[src/rtl/buserr_pkg.sv]
package buserr_pkg;

  localparam int ATTR_W    = 32;
  localparam int MID_W     = 5;
  localparam int TSIZE_W   = 3;
  localparam int TTYPE_W   = 5;
  localparam int CNT_W     = 6;
  localparam int MID_LSB   = 16;
  localparam int TBST_BIT  = 11;
  localparam int TSIZE_LSB = 8;
  localparam int TTYPE_LSB = 0;

  typedef enum logic [3:0] {
    MC_RSVD, MC_CORE_DATA, MC_CORE_FETCH, MC_ENET, MC_USB,
    MC_BOOT_I2C, MC_JTAG, MC_SDHOST, MC_PCIE, MC_DMA
  } mst_class_e;

  typedef enum logic [2:0] {
    TK_OTHER, TK_SGL_WR, TK_BST_WR, TK_BST_RD, TK_BAD_SGL_WR, TK_BAD_SGL_RD
  } xfer_kind_e;

endpackage

[src/rtl/buserr_status.sv]
module buserr_status #(
  parameter int NSRC = 4
) (
  input  logic            clk,
  input  logic            rst_n,
  input  logic            arm,
  input  logic [NSRC-1:0] err_evt,
  input  logic            clr_wr,
  input  logic [NSRC-1:0] clr_mask,
  output logic [NSRC-1:0] status,
  output logic            idle
);

  logic [NSRC-1:0] err_q;
  logic [NSRC-1:0] first_sel;
  logic [NSRC-1:0] status_d;
  logic [NSRC-1:0] keep;

  assign err_q = arm ? err_evt : '0;
  assign idle  = (status == '0);

  always_comb begin
    first_sel = '0;
    for (int i = NSRC - 1; i >= 0; i--) begin
      if (err_q[i]) first_sel = '0;
      if (err_q[i]) first_sel[i] = 1'b1;
    end
  end

  assign keep = clr_wr ? ~clr_mask : '1;

  genvar g;
  generate
    for (g = 0; g < NSRC; g++) begin : g_bit
      always_comb begin
        if (idle) status_d[g] = first_sel[g];
        else      status_d[g] = (status[g] & keep[g]) | err_q[g];
      end
    end
  endgenerate

  always_ff @(posedge clk or negedge rst_n) begin
    if (!rst_n) status <= '0;
    else        status <= status_d;
  end

  // capture from an empty status records at most one source
  a_r3_first_onehot: assert property (@(posedge clk) disable iff (!rst_n)
    (status == '0) |=> $onehot0(status));

  // a strobe on a busy status always leaves its bit set, clear or not
  a_r4_set_wins: assert property (@(posedge clk) disable iff (!rst_n)
    ((status != '0) && arm) |=> ((status & $past(err_evt)) == $past(err_evt)));

endmodule

[src/rtl/buserr_capreg.sv]
module buserr_capreg #(
  parameter int AW = 32,
  parameter int DW = 32
) (
  input  logic          clk,
  input  logic          por_n,
  input  logic          cap_en,
  input  logic          frozen,
  input  logic [AW-1:0] addr_in,
  input  logic [DW-1:0] attr_in,
  output logic [AW-1:0] cap_addr,
  output logic [DW-1:0] cap_attr
);

  logic [AW-1:0] addr_d;
  logic [DW-1:0] attr_d;

  always_comb begin
    addr_d = cap_addr;
    attr_d = cap_attr;
    if (cap_en) begin
      addr_d = addr_in;
      attr_d = attr_in;
    end
  end

  always_ff @(posedge clk or negedge por_n) begin
    if (!por_n) begin
      cap_addr <= '0;
      cap_attr <= '0;
    end else begin
      cap_addr <= addr_d;
      cap_attr <= attr_d;
    end
  end

  // a pending status freezes the record
  a_r2_no_overwrite: assert property (@(posedge clk) disable iff (!por_n)
    frozen |=> ($stable(cap_addr) && $stable(cap_attr)));

endmodule

[src/rtl/buserr_decode.sv]
module buserr_decode
  import buserr_pkg::*;
(
  input  logic [ATTR_W-1:0] attr,
  output logic [CNT_W-1:0]  byte_cnt,
  output logic              size_rsvd,
  output logic [3:0]        mst_class,
  output logic [2:0]        xfer_kind
);

  logic [MID_W-1:0]   mid;
  logic               tbst;
  logic [TSIZE_W-1:0] tsize;
  logic [TTYPE_W-1:0] ttype;
  mst_class_e         cls;
  xfer_kind_e         kind;

  assign mid   = attr[MID_LSB +: MID_W];
  assign tbst  = attr[TBST_BIT];
  assign tsize = attr[TSIZE_LSB +: TSIZE_W];
  assign ttype = attr[TTYPE_LSB +: TTYPE_W];

  always_comb begin
    size_rsvd = 1'b0;
    if (tbst) begin
      byte_cnt = (tsize == '0) ? CNT_W'(8) : CNT_W'(tsize);
    end else begin
      unique case (tsize)
        3'd0:    byte_cnt = CNT_W'(16);
        3'd1:    byte_cnt = CNT_W'(24);
        3'd2:    byte_cnt = CNT_W'(32);
        default: begin
          byte_cnt  = '0;
          size_rsvd = 1'b1;
        end
      endcase
    end
  end

  always_comb begin
    unique case (mid)
      5'd0:       cls = MC_CORE_DATA;
      5'd2:       cls = MC_CORE_FETCH;
      5'd4, 5'd5: cls = MC_ENET;
      5'd7:       cls = MC_USB;
      5'd9:       cls = MC_BOOT_I2C;
      5'd10:      cls = MC_JTAG;
      5'd12:      cls = MC_SDHOST;
      5'd29:      cls = MC_PCIE;
      5'd31:      cls = MC_DMA;
      default:    cls = MC_RSVD;
    endcase
  end

  always_comb begin
    unique case (ttype)
      5'd18:        kind = TK_SGL_WR;
      5'd6:         kind = TK_BST_WR;
      5'd14, 5'd30: kind = TK_BST_RD;
      5'd20:        kind = TK_BAD_SGL_WR;
      5'd28:        kind = TK_BAD_SGL_RD;
      default:      kind = TK_OTHER;
    endcase
  end

  assign mst_class = cls;
  assign xfer_kind = kind;

endmodule

[src/rtl/buserr_capture.sv]
module buserr_capture
  import buserr_pkg::*;
#(
  parameter int NSRC = 4,
  parameter int AW   = 32
) (
  input  logic              clk,
  input  logic              por_n,
  input  logic              hrst_n,
  input  logic              srst_n,
  input  logic [NSRC-1:0]   err_evt,
  input  logic [AW-1:0]     tx_addr,
  input  logic [MID_W-1:0]  tx_mid,
  input  logic              tx_tbst,
  input  logic [TSIZE_W-1:0] tx_tsize,
  input  logic [TTYPE_W-1:0] tx_ttype,
  input  logic              clr_wr,
  input  logic [NSRC-1:0]   clr_mask,
  output logic [NSRC-1:0]   evt_status,
  output logic [AW-1:0]     cap_addr,
  output logic [ATTR_W-1:0] cap_attr,
  output logic [CNT_W-1:0]  byte_cnt,
  output logic              size_rsvd,
  output logic [3:0]        mst_class,
  output logic [2:0]        xfer_kind
);

  logic              stat_rst_n;
  logic              armed;
  logic              idle;
  logic              cap_en;
  logic [ATTR_W-1:0] attr_in;

  assign stat_rst_n = por_n & hrst_n & srst_n;
  assign armed      = hrst_n & srst_n;

  always_comb begin
    attr_in = '0;
    attr_in[MID_LSB +: MID_W]     = tx_mid;
    attr_in[TBST_BIT]             = tx_tbst;
    attr_in[TSIZE_LSB +: TSIZE_W] = tx_tsize;
    attr_in[TTYPE_LSB +: TTYPE_W] = tx_ttype;
  end

  assign cap_en = armed & idle & (|err_evt);

  buserr_status #(.NSRC(NSRC)) u_status (
    .clk      (clk),
    .rst_n    (stat_rst_n),
    .arm      (armed),
    .err_evt  (err_evt),
    .clr_wr   (clr_wr),
    .clr_mask (clr_mask),
    .status   (evt_status),
    .idle     (idle)
  );

  buserr_capreg #(.AW(AW), .DW(ATTR_W)) u_capreg (
    .clk      (clk),
    .por_n    (por_n),
    .cap_en   (cap_en),
    .frozen   (~idle),
    .addr_in  (tx_addr),
    .attr_in  (attr_in),
    .cap_addr (cap_addr),
    .cap_attr (cap_attr)
  );

  buserr_decode u_decode (
    .attr      (cap_attr),
    .byte_cnt  (byte_cnt),
    .size_rsvd (size_rsvd),
    .mst_class (mst_class),
    .xfer_kind (xfer_kind)
  );

  // first error loads the record
  a_r1_capture: assert property (@(posedge clk) disable iff (!por_n)
    (armed && (evt_status == '0) && (err_evt != '0))
      |=> (cap_addr == $past(tx_addr)) && (cap_attr[MID_LSB +: MID_W] == $past(tx_mid)));

  // hard or soft reset never disturbs the record
  a_r5_keep_on_reset: assert property (@(posedge clk) disable iff (!por_n)
    (!hrst_n || !srst_n) |=> ($stable(cap_addr) && $stable(cap_attr)));

  // single-beat sizes are 1..8 bytes and never reserved
  a_r7_single_range: assert property (@(posedge clk) disable iff (!por_n)
    cap_attr[TBST_BIT] |-> (!size_rsvd && byte_cnt >= 1 && byte_cnt <= 8));

  // a reserved burst size reports no bytes
  a_r8_rsvd_zero: assert property (@(posedge clk) disable iff (!por_n)
    size_rsvd |-> (byte_cnt == '0 && !cap_attr[TBST_BIT]));

endmodule

[config.mk]
export PLATFORM = sky130hd
export DESIGN_NAME = buserr_capture
export DESIGN_NICKNAME = d
export VERILOG_FILES = /design/src/rtl/buserr_pkg.sv /design/src/rtl/buserr_status.sv /design/src/rtl/buserr_capreg.sv /design/src/rtl/buserr_decode.sv /design/src/rtl/buserr_capture.sv
export SDC_FILE = /design/constraint.sdc
export NUM_CORES = 1
export LEC_CHECK = 0
export ABC_AREA = 1
export BUFFER_PORTS_ARGS = -buffer_cell sky130_fd_sc_hd__buf_2
export CORE_MARGIN = 4
export CORE_UTILIZATION = 40
export DETAILED_ROUTE_END_ITERATION = 16
export GPL_ROUTABILITY_DRIVEN = 0
export GPL_TIMING_DRIVEN = 0
export PLACE_DENSITY = 0.72
export SYNTH_ARGS = -nofsm -noshare
export SYNTH_HDL_FRONTEND = slang
export SYNTH_SLANG_ARGS = --single-unit
[constraint.sdc]
create_clock -name clk -period 3.14 [get_ports clk]
set_clock_uncertainty 0.2 [all_clocks]
set_input_delay 0.628 -clock clk [delete_from_list [all_inputs] [get_ports clk]]
set_output_delay 0.628 -clock clk [all_outputs]
set_load 0.02 [all_outputs]
* After elaboration in Yosys (flattened, before gate mapping) *
Memory sizes are Yosys's and may differ from the RTL's.
Cells that the tools add are included.

word-level totals
  memory bits (read-only) = 128
  bits of input ports = 59
  memories = 1
  flip-flop bits (word level) = 50
  logic and storage cells = 50

memories
  name             depth  width  rd ports  clocked after memory_dff  write ports  RTL line             source
  (no name shown)  32     4      1         0                         0            buserr_decode.sv:41  unique case (mid)

operators by class
  reductions and logical operators = 5
  eq/ne operators = 8
  mux-type cells = 19
  bitwise logic cells = 14

operators with widths
  operator            number
  $mux 4              6
  $eq 5x5->1 const B  4
  $pmux 6 s3          1
  $pmux 3 s5          1
  $mux 1              10
  $and 1x1->1         9
  $mux 6              1
  $eq 5x3->1 const B  1
  $eq 5x4->1 const B  1
  $logic_not 4->1     1
  $not 4->4           1
  $or 1x1->1          4
  $reduce_or 4->1     1
  $eq 3x1->1 const B  1
  $eq 3x2->1 const B  1
  $logic_not 3->1     1
  $reduce_or 3->1     1
  $reduce_or 2->1     1

* Logic depth before layout (Yosys ltp) *
  word-level depth = 10
  depth in mapped cells = 8

* Cells and area by module *
Synthesis repeated with hierarchy kept, for this count alone.

unflattened totals
  cell total of the unflattened synthesis = 369
  area total of the unflattened synthesis = 2990.4 sq um

modules (own cells, without submodules)
  module          instances  sequential area each (sq um)  cells each  area an instance (sq um)
  buserr_capreg   1          1601.5                        270         2446.1
  buserr_decode   1          0.0                           57          290.3
  buserr_status   1          100.1                         32          214.0
  buserr_capture  1          0.0                           10          40.0

* Worst setup path after synthesis *
No wires, ideal clock.

  path type = reg2out
  start = register u_capreg.cap_attr[11]
  end = output port byte_cnt[5]
  slack = 942 ps
  cell stages (with the launch flop) = 3
  path buffers = 1
  arrival = 1370 ps
  cell sequence = dfrtp_1 clkbuf_1 nor4_1

on the way
  cells in the longest elaborated chain, start to end = 1

RTL lines
  element                 RTL line              source
  from (decl)             buserr_capreg.sv:12   output logic [DW-1:0] cap_attr
  from (signal assigned)  buserr_capreg.sv:33   cap_attr <= attr_d;
  $mux 6                  buserr_decode.sv:25   if (tbst) begin
  to (decl)               buserr_capture.sv:22  output logic [CNT_W-1:0] byte_cnt,

Every way passes these cells.

* Worst setup path after layout *
  start = register u_capreg.cap_attr[16]
  end = output port mst_class[0]

on the way
  cells in the longest elaborated chain, start to end = 1

RTL lines
  element       RTL line              source
  $mem_v2 32x4  n/a
  to (decl)     buserr_capture.sv:24  output logic [3:0] mst_class,

Every way passes these cells.

==> metrics.yaml <==
logic_synthesis:
  synth_edf_count: 0
  ys.warnings.count: 0
  async_flop_share_pct: 100
  synth_top_area_share_pct: 45.6
  ys_types: 26
  synthTopCellsByArea: "dfrtp_1 46%, nand2_1 17%, nand3_2 11%"
  syn_inst: 314
  syn_area_per_cell_um2: 8.73
  yosysSeqAreaShare_pct: 45.6
  synth-seq-cells: 50
  synth_ff_type: "dfrtp_1"
  ys_top_cells_by_count: "122 x nand2_1, 50 x dfrtp_1, 31 x nand3_2"
  synth_most_common_cell: "nand2_1"
  synth_top_cell_by_area: "dfrtp_1"
  netlist_area_mm2: 0.00274
floorplanning:
  start_util_pct: 42.2
  die_w_um: 90.8
  num_rows: 29
  pin_count: 141
  die_area_mm2: 0.00825
  fp.dieH_um: 90.8
  core-area_mm2: 0.00649
place:
  io_buffers: 122
  dp_hpwl_um: 4990
grt:
  antenna_found_initial: 1
  grt_first_pass_wirelength_um: 10700
  grt.overflow.total: 0
  grt_max_degree: 48
  grt_pass1_vias: 2391
  grt_use_total_pct: 15.8
power:
  combPwrFrac_pct: 41.5
  switchingPower_w: 0.00110
  peakVddDrop_mv: 0.303
  p_seq_share_pct: 37.9
  p_per_area_mw_per_mm2: 724
  p_int_w: 0.00154
  switching_share_pct: 41.6
  leakage_nw: 2.14
  clockPowerShare_pct: 20.7
critical_path:
  crit_fanout: 5
  crit_top_cell: "nand2_1"
  r2r_end: "u_capreg.cap_attr[20]"
  start_kind: "register"
  crit_start: "u_capreg.cap_attr[16]"
  cp_slowest_stage_delay_ns: 0.42
  reg2reg_depth: 7
  worstPathCellList: "inv_1 > ha_1 > inv_1 > nand2_1 > nand3_1 > nand2_1 > nand2_1 > nand2_1 > buf_2"
  r2r_setup_slack_ns: 1.59
  path_depth: 9
  crit_buf_inv: 3
  required_ns: 2.31
  worstSetupEndpoint: "mst_class[0]"
  cp_top_family: "flip-flops"
  worstSetupPathType: "reg2out"
  reg2reg_from: "u_status.status[0]"
  arrival_ns: 1.57
  crit_path_end_kind: "output port"
  cp_slowest_cell: "dfrtp_1"
clock_network:
  clkSinkCount: 50
  root_buffer: "clkbuf_8"
  clk_latency_ns: 0.30
  cts_max_level: 2
  cts_tree: "yes"
  cts.clk_slew.worst_paths_ns: 0.10
  post_cts_buffers: 0
  cts_buffer_depth: 2
  numCtsBuffers: 5
  cts_resized: 0
  ctsHoldBuffers: 0
min_path:
  hold_depth: 2
  hold_path_class: "reg2reg"
layout:
  nets: 523
  diodes: 0
  area_growth_pct: 33.1
  drive_above_1_share_pct: 43.4
routing:
  ant_nets: 0
  wl_per_cell_um: 12.1
  drc: 0
  vias: 2469
  first_pass_iters: 4
  wirelength_um: 6520
  avgViaCountPerCell: 4.59
  drtIter0Drc: 87
flow_run:
  cap_violations: 0
sta:
  maxSlewViolCount: 0
  period_share_pct: 76.2
  worst_pin_slew_ns: 1.07
  setup_viol: 0
  max_freq_ghz: 0.418
  period_minus_slack_ns: 2.39
  rsz0062_at_grt: "false"
  slew-limit-headroom_pct: 28.9
  hold_viol_final: 0
  setup_tns_ns: 0
  holdWs_ns: 0.273
outcome:
  status: "finished, final reports clean"
## kinds of logic after synthesis
group,synth area share (%)
other,0.137
and+or+nand+nor,36.2
buffers and inverters,13.9
AOI/OAI and AO/OA,2.33
adders and majority gates,1.82
DFF,45.6
## sequential cells by signal, indices dropped and copies added, names as in the netlist
name               cells
u_capreg.cap_addr     32
u_status.status        4
u_capreg.cap_attr     14
## how the worst min path moves through the flow
| stage | slack, ns | endpoint | startpoint |
|---|---|---|---|
| floorplan | 0.13 | u_capreg.cap_addr[0] | por_n |
| global placement | 0.25 | u_capreg.cap_addr[8] | u_capreg.cap_addr[8] |
| detailed placement | 0.26 | u_capreg.cap_addr[25] | u_capreg.cap_addr[25] |
| CTS | 0.28 | u_capreg.cap_addr[25] | u_capreg.cap_addr[25] |
| global route | 0.30 | u_capreg.cap_addr[20] | u_capreg.cap_addr[20] |
| finish | 0.27 | u_capreg.cap_addr[25] | u_capreg.cap_addr[25] |
## tightest hold or removal path, cell delays in order (launching register included)
cell     delay [ns]
dfrtp_1        0.35
nand2_1        0.05
nand2_1        0.04
## power groups by stage
stage | combinational [W] | clock (W) | sequential (W)
5_1_grt | 0.00121 | 0.000593 | 0.00104
4_1_cts | 0.00111 | 0.000564 | 0.00100
6_report | 0.00110 | 0.000546 | 0.00100
3_5_place_dp | 0.00111 | 0 | 0.00101
2_1_floorplan | 0.000464 | 0 | 0.00125
3_3_place_gp | 0.00109 | 0 | 0.00101
## final cells by class
| type | count | area [um2] |
|---|---|---|
| Clock buffer | 5 | 68.8 |
| Inverter | 22 | 82.6 |
| Buffer | 33 | 299 |
| Tap cell | 77 | 96.3 |
| Sequential cell | 50 | 1250 |
| Clock inverter | 3 | 68.8 |
| Multi-Input combinational cell | 226 | 1170 |
| Fill cell | 617 | 2840 |
| Timing Repair Buffer | 122 | 611 |
## layout by cell type, fill, tap and decap left out
master	n
clkbuf_1	1
o211ai_1	1
nand3_2	31
clkinv_4	1
nor2_8	1
a21oi_1	4
buf_12	4
ha_1	4
conb_1	18
clkbuf_8	5
nor2_1	6
inv_1	22
nand2_1	122
o21ai_0	4
buf_6	4
bufinv_16	2
nor2_2	3
nor3_1	2
nor4_1	2
a22o_1	1
buf_2	126
nand2_4	1
or2_2	1
nand2_2	1
dfrtp_1	50
buf_4	20
nand4_1	1
nand3_1	22
a21boi_0	1
## metrics by stage
stage | total power, W | util, % | worst slack [ns] | std cells | instance area (um2)
finish | 0.00264 | 56.2 | 0.747 | 538 | 3650
global route | 0.00284 | 56.2 | 0.602 | 538 | 3650
CTS | 0.00268 | 56.2 | 0.727 | 538 | 3650
detailed placement | 0.00212 | 54.1 | 1.07 | 530 | 3510
global placement | 0.00210 | 54.1 | 1.10 | 530 | 3510
floorplan | 0.00171 | - | 0.942 | 331 | 2810
## per-layer routing
metal  up-vias  track usage [%]  share of wire, %
met1      1125             18.3                42
met3         6             6.50               9.7
li1       1247                -                 -
met5         -                0                 0
met4         0             4.65              0.97
met2        91             26.8                48
No activity file was read; power rests on OpenSTA's default activity.
